--- config.mk ---
export PLATFORM = sky130hd
export DESIGN_NAME = crc_prog_engine
export DESIGN_NICKNAME = d
export VERILOG_FILES = /design/src/rtl/crc_pkg.sv /design/src/rtl/crc_cfg_hold.sv /design/src/rtl/crc_byte_seq.sv /design/src/rtl/crc_lfsr_core.sv /design/src/rtl/crc_prog_engine.sv
export SDC_FILE = /design/constraint.sdc
export NUM_CORES = 1
export LEC_CHECK = 0
export ABC_AREA = 1
export CAP_MARGIN = 20
export CORE_MARGIN = 2
export CORE_UTILIZATION = 45
export CTS_CLUSTER_DIAMETER = 30
export CTS_CLUSTER_SIZE = 24
export DETAILED_ROUTE_END_ITERATION = 10
export GPL_TIMING_DRIVEN = 0
export PLACE_DENSITY = 0.86
export SKIP_CTS_REPAIR_TIMING = 1
export SLEW_MARGIN = 25
export SYNTH_ARGS = -nofsm -noshare
export SYNTH_HDL_FRONTEND = slang
export SYNTH_SLANG_ARGS = --single-unit
--- constraint.sdc ---
create_clock -name clk -period 1.6 [get_ports clk]
set_input_delay 0.24 -clock clk [delete_from_list [all_inputs] [get_ports clk]]
set_output_delay 0.24 -clock clk [all_outputs]
set_load 0.01 [all_outputs]
--- src/rtl/crc_pkg.sv ---
package crc_pkg;
  localparam int CRC_MAX_W  = 32;
  localparam int CRC_BYTE_W = 8;

  typedef enum logic {
    SEQ_IDLE  = 1'b0,
    SEQ_SHIFT = 1'b1
  } seq_state_e;
endpackage

--- src/rtl/crc_cfg_hold.sv ---
module crc_cfg_hold #(
  parameter int MAX_W = crc_pkg::CRC_MAX_W,
  parameter int LEN_W = $clog2(MAX_W)
) (
  input  logic             clk,
  input  logic             rst_n,
  input  logic             capture_i,
  input  logic [LEN_W-1:0] order_i,
  input  logic [MAX_W-1:0] taps_i,
  output logic [LEN_W-1:0] order_q_o,
  output logic [MAX_W-1:0] order_mask_o,
  output logic [MAX_W-1:0] tap_eff_o,
  output logic [MAX_W-1:0] load_mask_o
);
  logic [LEN_W-1:0] order_q, order_d;
  logic [MAX_W-1:0] taps_q, taps_d;

  always_comb begin
    order_d = order_q;
    taps_d  = taps_q;
    if (capture_i) begin
      order_d = order_i;
      taps_d  = taps_i;
    end
  end

  always_ff @(posedge clk or negedge rst_n) begin
    if (!rst_n) begin
      order_q <= '0;
      taps_q  <= '0;
    end else if (capture_i) begin
      order_q <= order_d;
      taps_q  <= taps_d;
    end
  end

  // Per-stage masks: stage k exists when k <= order (n-1)
  for (genvar k = 0; k < MAX_W; k++) begin : g_stage
    assign order_mask_o[k] = (LEN_W'(k) <= order_q);
    assign load_mask_o[k]  = (LEN_W'(k) <= order_i);
    if (k == 0) begin : g_const
      assign tap_eff_o[k] = 1'b1;
    end else begin : g_tap
      assign tap_eff_o[k] = taps_q[k] & (LEN_W'(k) <= order_q);
    end
  end

  assign order_q_o = order_q;

  // configuration only moves on a capture
  a_r9_cfg_hold: assert property (@(posedge clk) disable iff (!rst_n)
    !capture_i |=> ($stable(order_q) && $stable(taps_q)));
endmodule

--- src/rtl/crc_byte_seq.sv ---
module crc_byte_seq #(
  parameter int BYTE_W = crc_pkg::CRC_BYTE_W,
  parameter int CNT_W  = $clog2(BYTE_W)
) (
  input  logic              clk,
  input  logic              rst_n,
  input  logic              accept_i,
  input  logic              abort_i,
  input  logic [BYTE_W-1:0] byte_i,
  output logic              busy_o,
  output logic              shift_en_o,
  output logic              data_bit_o
);
  import crc_pkg::*;

  localparam logic [CNT_W-1:0] LAST = CNT_W'(BYTE_W - 1);

  seq_state_e        state_q, state_d;
  logic [CNT_W-1:0]  cnt_q, cnt_d;
  logic [BYTE_W-1:0] sr_q, sr_d;
  logic              sr_en;

  always_comb begin
    state_d = state_q;
    cnt_d   = cnt_q;
    sr_d    = sr_q;
    sr_en   = 1'b0;
    if (abort_i) begin
      state_d = SEQ_IDLE;
      cnt_d   = '0;
    end else begin
      unique case (state_q)
        SEQ_IDLE: begin
          if (accept_i) begin
            state_d = SEQ_SHIFT;
            cnt_d   = '0;
            sr_d    = byte_i;
            sr_en   = 1'b1;
          end
        end
        SEQ_SHIFT: begin
          sr_d  = {sr_q[BYTE_W-2:0], 1'b0};
          sr_en = 1'b1;
          cnt_d = cnt_q + 1'b1;
          if (cnt_q == LAST) begin
            state_d = SEQ_IDLE;
            cnt_d   = '0;
          end
        end
        default: state_d = SEQ_IDLE;
      endcase
    end
  end

  always_ff @(posedge clk or negedge rst_n) begin
    if (!rst_n) begin
      state_q <= SEQ_IDLE;
      cnt_q   <= '0;
    end else begin
      state_q <= state_d;
      cnt_q   <= cnt_d;
    end
  end

  always_ff @(posedge clk or negedge rst_n) begin
    if (!rst_n) begin
      sr_q <= '0;
    end else if (sr_en) begin
      sr_q <= sr_d;
    end
  end

  assign busy_o     = (state_q == SEQ_SHIFT);
  assign shift_en_o = (state_q == SEQ_SHIFT) && !abort_i;
  assign data_bit_o = sr_q[BYTE_W-1];

  // acceptance starts a shift run
  a_r7_accept_busy: assert property (@(posedge clk) disable iff (!rst_n)
    (accept_i && !abort_i) |=> busy_o);
  // the run advances one bit per clock
  a_r7_count_step: assert property (@(posedge clk) disable iff (!rst_n)
    (busy_o && !abort_i && cnt_q != LAST) |=> (busy_o && cnt_q == $past(cnt_q) + 1'b1));
  // the run ends after the last bit
  a_r7_run_end: assert property (@(posedge clk) disable iff (!rst_n)
    (busy_o && !abort_i && cnt_q == LAST) |=> !busy_o);
  // abort returns to idle
  a_r8_abort_idle: assert property (@(posedge clk) disable iff (!rst_n)
    abort_i |=> !busy_o);
endmodule

--- src/rtl/crc_lfsr_core.sv ---
module crc_lfsr_core #(
  parameter int MAX_W = crc_pkg::CRC_MAX_W,
  parameter int LEN_W = $clog2(MAX_W)
) (
  input  logic             clk,
  input  logic             rst_n,
  input  logic             load_i,
  input  logic [MAX_W-1:0] load_val_i,
  input  logic             shift_en_i,
  input  logic             data_bit_i,
  input  logic [LEN_W-1:0] order_q_i,
  input  logic [MAX_W-1:0] order_mask_i,
  input  logic [MAX_W-1:0] tap_eff_i,
  output logic [MAX_W-1:0] rem_o
);
  logic [MAX_W-1:0] rem_q, rem_d, shifted;
  logic             fb;
  logic             rem_en;

  assign fb = data_bit_i ^ rem_q[order_q_i];

  for (genvar k = 0; k < MAX_W; k++) begin : g_shift
    if (k == 0) begin : g_lsb
      assign shifted[k] = fb & tap_eff_i[k];
    end else begin : g_upper
      assign shifted[k] = rem_q[k-1] ^ (fb & tap_eff_i[k]);
    end
  end

  always_comb begin
    rem_d  = rem_q;
    rem_en = 1'b0;
    if (load_i) begin
      rem_d  = load_val_i;
      rem_en = 1'b1;
    end else if (shift_en_i) begin
      rem_d  = shifted & order_mask_i;
      rem_en = 1'b1;
    end
  end

  always_ff @(posedge clk or negedge rst_n) begin
    if (!rst_n) begin
      rem_q <= '0;
    end else if (rem_en) begin
      rem_q <= rem_d;
    end
  end

  assign rem_o = rem_q;

  // stage 0 receives the feedback bit on each shift
  a_r2_stage0_fb: assert property (@(posedge clk) disable iff (!rst_n)
    (shift_en_i && !load_i) |=> (rem_q[0] == $past(fb)));
  // after a shift no bit at or above the order survives
  a_r1_upper_clear: assert property (@(posedge clk) disable iff (!rst_n)
    (shift_en_i && !load_i) |=> ((rem_q & ~$past(order_mask_i)) == '0));
  // remainder holds when neither loading nor shifting
  a_r9_rem_hold: assert property (@(posedge clk) disable iff (!rst_n)
    (!shift_en_i && !load_i) |=> $stable(rem_q));
endmodule

--- src/rtl/crc_prog_engine.sv ---
module crc_prog_engine #(
  parameter int MAX_W  = crc_pkg::CRC_MAX_W,
  parameter int BYTE_W = crc_pkg::CRC_BYTE_W,
  localparam int LEN_W = $clog2(MAX_W)
) (
  input  logic              clk,
  input  logic              rst_n,
  input  logic              init_i,
  input  logic [MAX_W-1:0]  seed_i,
  input  logic [LEN_W-1:0]  order_i,
  input  logic [MAX_W-1:0]  taps_i,
  input  logic              byte_valid_i,
  input  logic [BYTE_W-1:0] byte_i,
  output logic              byte_ready_o,
  output logic              busy_o,
  output logic [MAX_W-1:0]  crc_o
);
  logic             busy;
  logic             accept;
  logic             shift_en;
  logic             data_bit;
  logic [LEN_W-1:0] order_q;
  logic [MAX_W-1:0] order_mask, tap_eff, load_mask;

  assign accept = byte_valid_i && !busy && !init_i;

  crc_cfg_hold #(.MAX_W(MAX_W), .LEN_W(LEN_W)) i_cfg (
    .clk          (clk),
    .rst_n        (rst_n),
    .capture_i    (init_i | accept),
    .order_i      (order_i),
    .taps_i       (taps_i),
    .order_q_o    (order_q),
    .order_mask_o (order_mask),
    .tap_eff_o    (tap_eff),
    .load_mask_o  (load_mask)
  );

  crc_byte_seq #(.BYTE_W(BYTE_W)) i_seq (
    .clk        (clk),
    .rst_n      (rst_n),
    .accept_i   (accept),
    .abort_i    (init_i),
    .byte_i     (byte_i),
    .busy_o     (busy),
    .shift_en_o (shift_en),
    .data_bit_o (data_bit)
  );

  crc_lfsr_core #(.MAX_W(MAX_W), .LEN_W(LEN_W)) i_core (
    .clk          (clk),
    .rst_n        (rst_n),
    .load_i       (init_i),
    .load_val_i   (seed_i & load_mask),
    .shift_en_i   (shift_en),
    .data_bit_i   (data_bit),
    .order_q_i    (order_q),
    .order_mask_i (order_mask),
    .tap_eff_i    (tap_eff),
    .rem_o        (crc_o)
  );

  assign busy_o       = busy;
  assign byte_ready_o = !busy;

  // init shows the masked seed one cycle later
  a_r8_seed_load: assert property (@(posedge clk) disable iff (!rst_n)
    init_i |=> (crc_o == ($past(seed_i) & $past(load_mask)) && !busy_o));
  // ready and busy are complementary
  a_r7_ready_busy: assert property (@(posedge clk) disable iff (!rst_n)
    byte_ready_o != busy_o);
  // output never carries bits above the captured order
  a_r1_zero_ext: assert property (@(posedge clk) disable iff (!rst_n)
    (busy_o && !init_i) |=> ((crc_o & ~order_mask) == '0));
endmodule

==> results of run 1 <==
==> registers in the layout, summed over array words and instances (netlist names) <==
| register | cells |
|---|---|
| i_seq.busy_o | 1 |
| i_cfg.order_q_o | 5 |
| i_seq.sr_q | 8 |
| i_cfg.taps_q | 31 |
| i_seq.cnt_q | 3 |
| i_core.rem_o | 32 |
==> layout by cell type (no fill, tap or decap), types with 5 or more instances in the layout <==
cell,count
nand3_1,83
buf_8,7
nor3_1,11
nor2_1,40
dfrtp_1,65
o21ai_0,33
a31oi_1,11
inv_1,65
nand2_4,11
clkbuf_2,5
clkdlybuf4s50_1,89
nand2_2,16
clkbuf_8,9
a21oi_2,8
dfrtp_2,15
buf_4,33
o21bai_1,11
clkbuf_1,11
nand2_1,197
a32oi_1,5
dlymetal6s2s_1,21
nand3_2,19
a21oi_1,17
==> final timing paths <==
| path | start | endpoint | slack (ns) | depth (start not counted) |
|---|---|---|---|---|
| min in group clk | taps_i[13] | i_cfg.taps_q[13]$_DFFE_PN0P_ | 0.40 | 3 |
| worst min-delay path | rst_n | i_cfg.taps_q[10]$_DFFE_PN0P_ | 0.38 | 2 |
| worst max-delay path | i_cfg.order_q_o[0]$_DFFE_PN0P_ | i_core.rem_o[6]$_DFFE_PN0P_ | -0.56 | 16 |
| max in group asynchronous | rst_n | i_core.rem_o[19]$_DFFE_PN0P_ | 0.57 | 3 |
| worst min register to register | i_seq.sr_q[0]$_DFFE_PN0P_ | i_seq.sr_q[0]$_DFFE_PN0P_ | 0.49 | 1 |
| worst max register to register | i_cfg.order_q_o[0]$_DFFE_PN0P_ | i_core.rem_o[6]$_DFFE_PN0P_ | -0.56 | 16 |
==> routing by layer <==
metal	up-vias	part of all wire	track usage
met5	-	0	0
met2	403	0.45	0.484
met3	77	0.11	0.0742
met1	2629	0.39	0.435
met4	0	0.044	0.119
li1	2555	-	-
==> stage by stage <==
step | power (W) | instance area [um2] | utilization | hold slack [ns] | TNS [ns]
after floorplan | 0.00342 | 4750 | - | -0.0556 | -3.00
final | 0.00659 | 7110 | 0.692 | 0.381 | -15.66
after global routing | 0.00686 | 7110 | 0.692 | 0.418 | -18.86
after CTS | 0.00593 | 6260 | 0.609 | -0.141 | -36.09
after global placement | 0.00426 | 6030 | 0.587 | 0.463 | -251.62
after detailed placement | 0.00429 | 6050 | 0.588 | 0.248 | -50.03
==> area by class of cell <==
cell class	count	area, um2
clock inverter	5	81.3
buffer	30	230
clock buffer	11	131
sequential	80	2020
timing repair buffer	145	1490
multi-input combinational	500	2690
fill	857	3170
inverter	74	302
tap	136	170
==> power groups by stage <==
stage / clock network (W) / logic (W) / registers [W]
final: 0.00165 / 0.00246 / 0.00248
after global routing: 0.00173 / 0.00264 / 0.00250
after CTS: 0.00166 / 0.00180 / 0.00246
after detailed placement: 0 / 0.00179 / 0.00250
after global placement: 0 / 0.00176 / 0.00250
after floorplan: 0 / 0.000951 / 0.00247
==> cell families (layout without fill, tap and decap cells) <==
| group | after synthesis | in the layout | synth area share |
|---|---|---|---|
| AOI/OAI and AO/OA | 103 | 103 | 0.129 |
| adders and majority gates | 2 | 2 | 0.00529 |
| DFF | 80 | 80 | 0.423 |
| xor gates and xnor gates | 3 | 3 | 0.00556 |
| buffers and inverters | 105 | 265 | 0.0905 |
| and+or+nand+nor | 392 | 392 | 0.346 |
==> flow_summary.ini, run 1 <==
[sta]
drv_slew = 0
fmax_mhz = 464
relSlewSlack = 0.571
post-route-min-period_ns = 2.16
worst_slew_pin_slew_ns = 0.644
finClkSkew_ns = 0.0133
fin_ws_ns = -0.555
hold_viol = 0
finalSetupViolations = 34
rsz0062_at_grt = true
fin_crit_sh = 1.35

[global_route]
grt_max_degree = 43
grt_pass1_vias = 5154
grt_pass1_wl_mm = 27.2
grt_antenna_before_repair = 0
gr-total-overflow = 0
track_usage = 0.316

[logic_synthesis]
synth_edf_count = 0
synthTopCellsByArea = dfrtp_1 42%, nand2_1 18%, nand3_1 11%
synth_commonest_cells = 224 x nand2_1, 105 x nand3_1, 80 x dfrtp_1, 69 x inv_1, 45 x nor2_1
ys_warn_count = 0
yosysMostFrequentCell = nand2_1
syn-num-nets = 768
synth_top_area_frac = 0.423
synth_area_leader_cell = dfrtp_1
ys_seq_area_frac = 0.423
ys_async_sr_fraction = 1.00
syn_inst = 685
synth_area_um2 = 4730
synth_seq_cells = 80
syn_avg_cell_area_um2 = 6.90
yosysUniqueCellTypes = 29
synth_ff_type = dfrtp_1

[final_layout]
area_growth_pct = 50.4
drive_gt1_frac = 0.194
insertedDiodeCount = 0
final_nets = 923
final_cells = 981

[place]
place_ws_ns = -0.914
hpwl_mm = 13.0
gp_congestion = 0.994
dp_cells = 933
io_buffers = 111

[clock_tree]
cts_sinks = 80
insertion_delay_ns = 0.36
cts_buffers = 9
h-tree-depth = 3
clockBufferDepth = 2
path_clk_slew_ns = 0.09
root_buffer = clkbuf_8
cts_tree = done

[power_and_ir_drop]
cellPowerDensity_nw_per_um2 = 927
p_leak_nw = 3.55
clkPwrFrac = 0.251
peakVddDrop_mv = 0.589
p_switching_w = 0.00238
power_frac_comb = 0.373
switching_share = 0.361
p_int_w = 0.00421
p_seq_frac = 0.376

[detailed_routing]
wire_per_inst_um = 19.1
drc = 0
ant_nets = 0
drt_iter0_markers = 546
viasPerCell = 5.77
first_pass_iters = 6
vias = 5664
wl_mm = 18.8

[die]
die_x_um = 107
core_um2 = 10300
rows = 37
initial_core_util = 0.460
die_y_um = 107
top_level_ports = 115
dieArea_um2 = 11300

[setup_path]
startpoint_type = register
crit_type = register to register
crit_fanout = 7
crit_top_cell = nand2_4
cpLargestDelayFamily = simple AND/OR/NAND/NOR gates
slowest_stage = dfrtp_2
crit_chain = clkinv_4, clkbuf_16, nand2_4, nand2_2, nand3_2, nand3_2, nor2_4, nand2_4, nand2_4, nand2_4, nand2_8, buf_8, nand2_2, xor2_2, nand2_1, nand2_1
cp.arrival_ns = 2.41
required_ns = 1.85
cpPeakStageDelay_ns = 0.45
crit_buf_inv = 3
end_kind = register

[status]
violations = negative setup slack
status = finished with violations

[hold_path]
hold_class = input pin to asynchronous set/reset pin

[run]
drv_cap = 0
Note: power is estimated with default switching activity, not from simulation.
==> run 2: changes to the inputs <==
--- a/config.mk
+++ b/config.mk
@@ -6,14 +6,13 @@
 export NUM_CORES = 1
 export LEC_CHECK = 0
 export ABC_AREA = 1
-export CAP_MARGIN = 20
 export CORE_MARGIN = 2
 export CORE_UTILIZATION = 45
 export CTS_CLUSTER_DIAMETER = 30
 export CTS_CLUSTER_SIZE = 24
 export DETAILED_ROUTE_END_ITERATION = 10
 export GPL_TIMING_DRIVEN = 0
-export PLACE_DENSITY = 0.86
+export PLACE_DENSITY = 0.75
 export SKIP_CTS_REPAIR_TIMING = 1
 export SLEW_MARGIN = 25
 export SYNTH_ARGS = -nofsm -noshare
==> run 2 against run 1 <==
  * The run still ends with negative setup slack left
  * Flip-flop and latch count did not move
  * Core utilization rose by 1.6 points
  * Clock power rose by 6%
  * Fmax fell by 1.4%
  * Largest power group is now combinational logic
  * Highest routed layer unchanged
==> flow_summary.ini, run 2 (synthesis results as in run 1) <==
[status]
status = finished with violations
violations = negative setup slack

[die]
initial_core_util = 0.460
rows = 37
top_level_ports = 115
die_x_um = 107
dieArea_um2 = 11300
core_um2 = 10300
die_y_um = 107

[power_and_ir_drop]
switching_share = 0.375
cellPowerDensity_nw_per_um2 = 949
power_frac_comb = 0.387
p_switching_w = 0.00259
p_int_w = 0.00431
peakVddDrop_mv = 0.712
p_seq_frac = 0.360
clkPwrFrac = 0.253
p_leak_nw = 3.68

[setup_path]
cpPeakStageDelay_ns = 0.46
required_ns = 1.84
end_kind = register
rrSetupSlack_ns = -0.59
slowest_stage = dfrtp_2
timing.rr.start = i_cfg.order_q_o[0]$_DFFE_PN0P_
rr_worst_depth = 15
startpoint_type = register
timing.rr.end = i_core.rem_o[21]$_DFFE_PN0P_
crit_fanout = 8
crit_type = register to register
cp.arrival_ns = 2.43
crit_chain = clkinv_4, clkbuf_16, nand2_2, nand2_2, nand2_1, nand3_2, nor2_4, nand2_4, nand2_4, nand2_4, nand2_8, buf_8, nand3_1, nand3_1, nand3_1

[clock_tree]
cts_buffers = 9
cts_sinks = 80
h-tree-depth = 3
path_clk_slew_ns = 0.10
cts_tree = done
clockBufferDepth = 2
root_buffer = clkbuf_8
insertion_delay_ns = 0.38

[detailed_routing]
vias = 5740
ant_nets = 0
viasPerCell = 5.82
drt_iter0_markers = 643
wl_mm = 21.2
drc = 0
first_pass_iters = 5
wire_per_inst_um = 21.5

[global_route]
grt_pass1_vias = 5214
track_usage = 0.358
grt_pass1_wl_mm = 30.1
gr-total-overflow = 0
grt_max_degree = 50
grt_antenna_before_repair = 0

[sta]
hold_viol = 0
fmax_mhz = 457
finalSetupViolations = 33
rsz0062_at_grt = true
relSlewSlack = 0.521
post-route-min-period_ns = 2.19
finClkSkew_ns = 0.0155
fin_ws_ns = -0.586
fin_crit_sh = 1.37
worst_slew_pin_slew_ns = 0.718
tns_ns = -16.41
drv_slew = 0

[final_layout]
drive_gt1_frac = 0.214
insertedDiodeCount = 0
final_common_cell = nand2_1
final_cells = 986
layout_common_cells = 201 x nand2_1, 82 x clkdlybuf4s50_1, 71 x nand3_1, 65 x inv_1, 62 x dfrtp_1
largest_reg_flops = 32
area_growth_pct = 53.8
final_nets = 928

[place]
dp_cells = 933
gp_congestion = 0.943
io_buffers = 111
hpwl_mm = 14.8

[run]
drv_cap = 0

[hold_path]
hold_class = input pin to asynchronous set/reset pin
-- run 2: worst max-delay path by stage --
stage                              startpoint                      endpoint  slack (ns)
4_1_cts        i_cfg.order_q_o[0]$_DFFE_PN0P_   i_core.rem_o[9]$_DFFE_PN0P_       -0.88
2_1_floorplan  i_cfg.order_q_o[0]$_DFFE_PN0P_   i_core.rem_o[6]$_DFFE_PN0P_       -0.13
3_3_place_gp                            rst_n  i_core.rem_o[20]$_DFFE_PN0P_       -2.57
6_report       i_cfg.order_q_o[0]$_DFFE_PN0P_  i_core.rem_o[21]$_DFFE_PN0P_       -0.59
5_1_grt        i_cfg.order_q_o[0]$_DFFE_PN0P_  i_core.rem_o[17]$_DFFE_PN0P_       -0.67
3_5_place_dp                           init_i  i_core.rem_o[10]$_DFFE_PN0P_       -1.04
-- run 2: through the flow --
stage / area [um2] / hold WS, ns / util / total power [W] / setup WS, ns
global placement: 6030 / 0.468 / 0.587 / 0.00431 / -2.57
detailed placement: 6050 / 0.219 / 0.589 / 0.00435 / -1.04
floorplan: 4750 / -0.0556 / - / 0.00342 / -0.130
finish: 7270 / 0.384 / 0.708 / 0.00690 / -0.586
global route: 7270 / 0.407 / 0.708 / 0.00714 / -0.665
CTS: 6270 / -0.178 / 0.611 / 0.00606 / -0.883
-- run 2: power groups by stage --
stage               logic, W  clock network (W)  registers (W)
global route         0.00283            0.00181        0.00250
detailed placement   0.00185                  0        0.00250
CTS                  0.00186            0.00174        0.00247
floorplan           0.000951                  0        0.00247
finish               0.00267            0.00175        0.00249
global placement     0.00181                  0        0.00249
-- run 2: layout make-up --
cell class	instances	area (um2)
Tap cell	136	170
Sequential cell	80	2020
Fill cell	859	3010
Clock buffer	10	128
Multi-Input combinational cell	500	2750
Inverter	74	293
Timing Repair Buffer	151	1580
Buffer	29	239
Clock inverter	6	92.6
-- run 2: worst max-delay path, delay by kind of cell, from the launching register on --
kind          cells  cell delay (ns)
flops             1             0.46
buf+inv           3             0.46
simple gates     12             1.14
-- run 2: layer usage --
| layer | up-vias | routed length (um) | track usage |
|---|---|---|---|
| met2 | 351 | 9800 | 0.555 |
| met5 | - | 0 | 0 |
| li1 | 2572 | - | - |
| met1 | 2750 | 8650 | 0.515 |
| met4 | 0 | 800 | 0.132 |
| met3 | 67 | 1970 | 0.0441 |
==> run 3: changes to the inputs <==
--- a/config.mk
+++ b/config.mk
@@ -14,6 +14,7 @@
 export GPL_TIMING_DRIVEN = 0
 export PLACE_DENSITY = 0.75
 export SKIP_CTS_REPAIR_TIMING = 1
+export SKIP_LAST_GASP = 1
 export SLEW_MARGIN = 25
 export SYNTH_ARGS = -nofsm -noshare
 export SYNTH_HDL_FRONTEND = slang
==> run 3 against run 2 <==
  * The flow still finishes with violations (negative setup slack)
  * Sequential power is essentially flat
  * Clock skew decreased by 0.0023 ns
  * Wire length about the same
  * Die area is the same
  * Via count shrank 1.0%
  * Critical path depth is the same
  * Worst setup slack gained 0.0047 ns
  * Register-to-register slack hardly changed
  * Highest routed layer unchanged
==> flow_summary.ini, run 3 (synthesis results as in run 1) <==
[power_and_ir_drop]
p_switching_w = 0.00259
p_int_w = 0.00430
peakVddDrop_mv = 0.671
clkPwrFrac = 0.255
power_frac_comb = 0.384
cellPowerDensity_nw_per_um2 = 952
switching_share = 0.376
p_leak_nw = 3.66
p_seq_frac = 0.361

[detailed_routing]
vias = 5682
wire_per_inst_um = 21.5
drc = 0
ant_nets = 0
first_pass_iters = 6
wl_mm = 21.2
viasPerCell = 5.76
drt_iter0_markers = 770

[clock_tree]
cts_tree = done
h-tree-depth = 3
root_buffer = clkbuf_8
insertion_delay_ns = 0.38
path_clk_slew_ns = 0.10
clockBufferDepth = 2
cts_sinks = 80
cts_buffers = 9

[global_route]
track_usage = 0.358
grt_pass1_wl_mm = 30.1
grt_max_degree = 50
gr-total-overflow = 0
grt_antenna_before_repair = 0
grt_pass1_vias = 5214

[final_layout]
final_common_cell = nand2_1
largest_reg_flops = 32
area_growth_pct = 53.1
final_nets = 928
layout_common_cells = 202 x nand2_1, 83 x clkdlybuf4s50_1, 76 x nand3_1, 65 x inv_1, 62 x dfrtp_1
drive_gt1_frac = 0.207
insertedDiodeCount = 0
design_area_um2 = 7240

[sta]
worst_slew_pin_slew_ns = 0.680
fin_ws_ns = -0.581
rsz0062_at_grt = true
relSlewSlack = 0.545
tns_ns = -16.80
hold_viol = 0
fin_crit_sh = 1.36
fmax_mhz = 458
finalSetupViolations = 34
post-route-min-period_ns = 2.18
finClkSkew_ns = 0.0132
drv_slew = 0

[die]
die_x_um = 107
dieArea_um2 = 11300
die_y_um = 107
rows = 37
top_level_ports = 115
initial_core_util = 0.460
core_um2 = 10300

[status]
violations = negative setup slack
status = finished with violations

[setup_path]
end_kind = register
crit_type = register to register
crit_fanout = 8
required_ns = 1.85
startpoint_type = register
cp.arrival_ns = 2.43

[place]
hpwl_mm = 14.8
io_buffers = 111
placed_area_um2 = 6050
gp_congestion = 0.943

[run]
drv_cap = 0

[hold_path]
hold_class = input pin to asynchronous set/reset pin
## run 3: cell types whose count changed in the layout (fill, tap and decap cells not counted), sizes merged
cell,previous run,this run
dlymetal6s2s,28,27
clkdlybuf4s50,82,83
## run 3: path summary, 6_finish.rpt
| path | cells after the start | slack, ns | startpoint | endpoint |
|---|---|---|---|---|
| setup / recovery | 15 | -0.58 | i_cfg.order_q_o[0]$_DFFE_PN0P_ | i_core.rem_o[9]$_DFFE_PN0P_ |
| hold / removal | 2 | 0.38 | rst_n | i_core.rem_o[13]$_DFFE_PN0P_ |
| setup reg to reg | 15 | -0.58 | i_cfg.order_q_o[0]$_DFFE_PN0P_ | i_core.rem_o[9]$_DFFE_PN0P_ |
| hold reg to reg | 2 | 0.51 | i_seq.cnt_q[1]$_DFFE_PN0P_ | i_seq.cnt_q[1]$_DFFE_PN0P_ |
| max in group asynchronous | 3 | 0.57 | rst_n | i_core.rem_o[19]$_DFFE_PN0P_ |
| min in group clk | 3 | 0.38 | taps_i[6] | i_cfg.taps_q[6]$_DFFE_PN0P_ |
## run 3: final cells by class
type                       instances  area, um2
buffer                            29        234
inverter                          74        293
tap                              136        170
multi-input combinational        500       2720
clock inverter                     6       92.6
timing repair buffer             151       1580
fill                             858       3040
sequential                        80       2020
clock buffer                      10        128
## run 3: per-stage QoR
step | hold slack, ns | utilization | setup slack, ns | cells | total power [W]
floorplan | -0.0556 | - | -0.130 | 685 | 0.00342
global placement | 0.468 | 0.587 | -2.57 | 932 | 0.00431
detailed placement | 0.219 | 0.589 | -1.04 | 933 | 0.00435
CTS | -0.178 | 0.611 | -0.883 | 949 | 0.00606
global route | 0.407 | 0.704 | -0.685 | 986 | 0.00711
finish | 0.382 | 0.704 | -0.581 | 986 | 0.00689
## run 3: power groups by stage
stage               clock, W  sequential (W)  combinational [W]
finish               0.00176         0.00248            0.00265
global route         0.00181         0.00250            0.00281
CTS                  0.00174         0.00247            0.00186
detailed placement         0         0.00250            0.00185
global placement           0         0.00249            0.00181
floorplan                  0         0.00247           0.000951
## run 3: worst max-delay path, stage by stage, from the launching register on
cell and delay (ns):
dfrtp_2 0.46, clkinv_4 0.12, clkbuf_16 0.18, nand2_1 0.05
nand2_1 0.04, nand3_1 0.11, nand3_2 0.11, nor2_4 0.13
nand2_4 0.09, nand2_4 0.09, nand2_4 0.07, nand2_8 0.14
buf_8 0.15, nand3_1 0.10, nand3_2 0.12, nand3_1 0.09
## run 3: routing by layer
layer	up-vias	global-route usage	wire length (um)
met5	-	0	0
met4	0	0.132	773
met3	67	0.0441	1770
met2	346	0.555	9780
met1	2700	0.515	8880
li1	2569	-	-
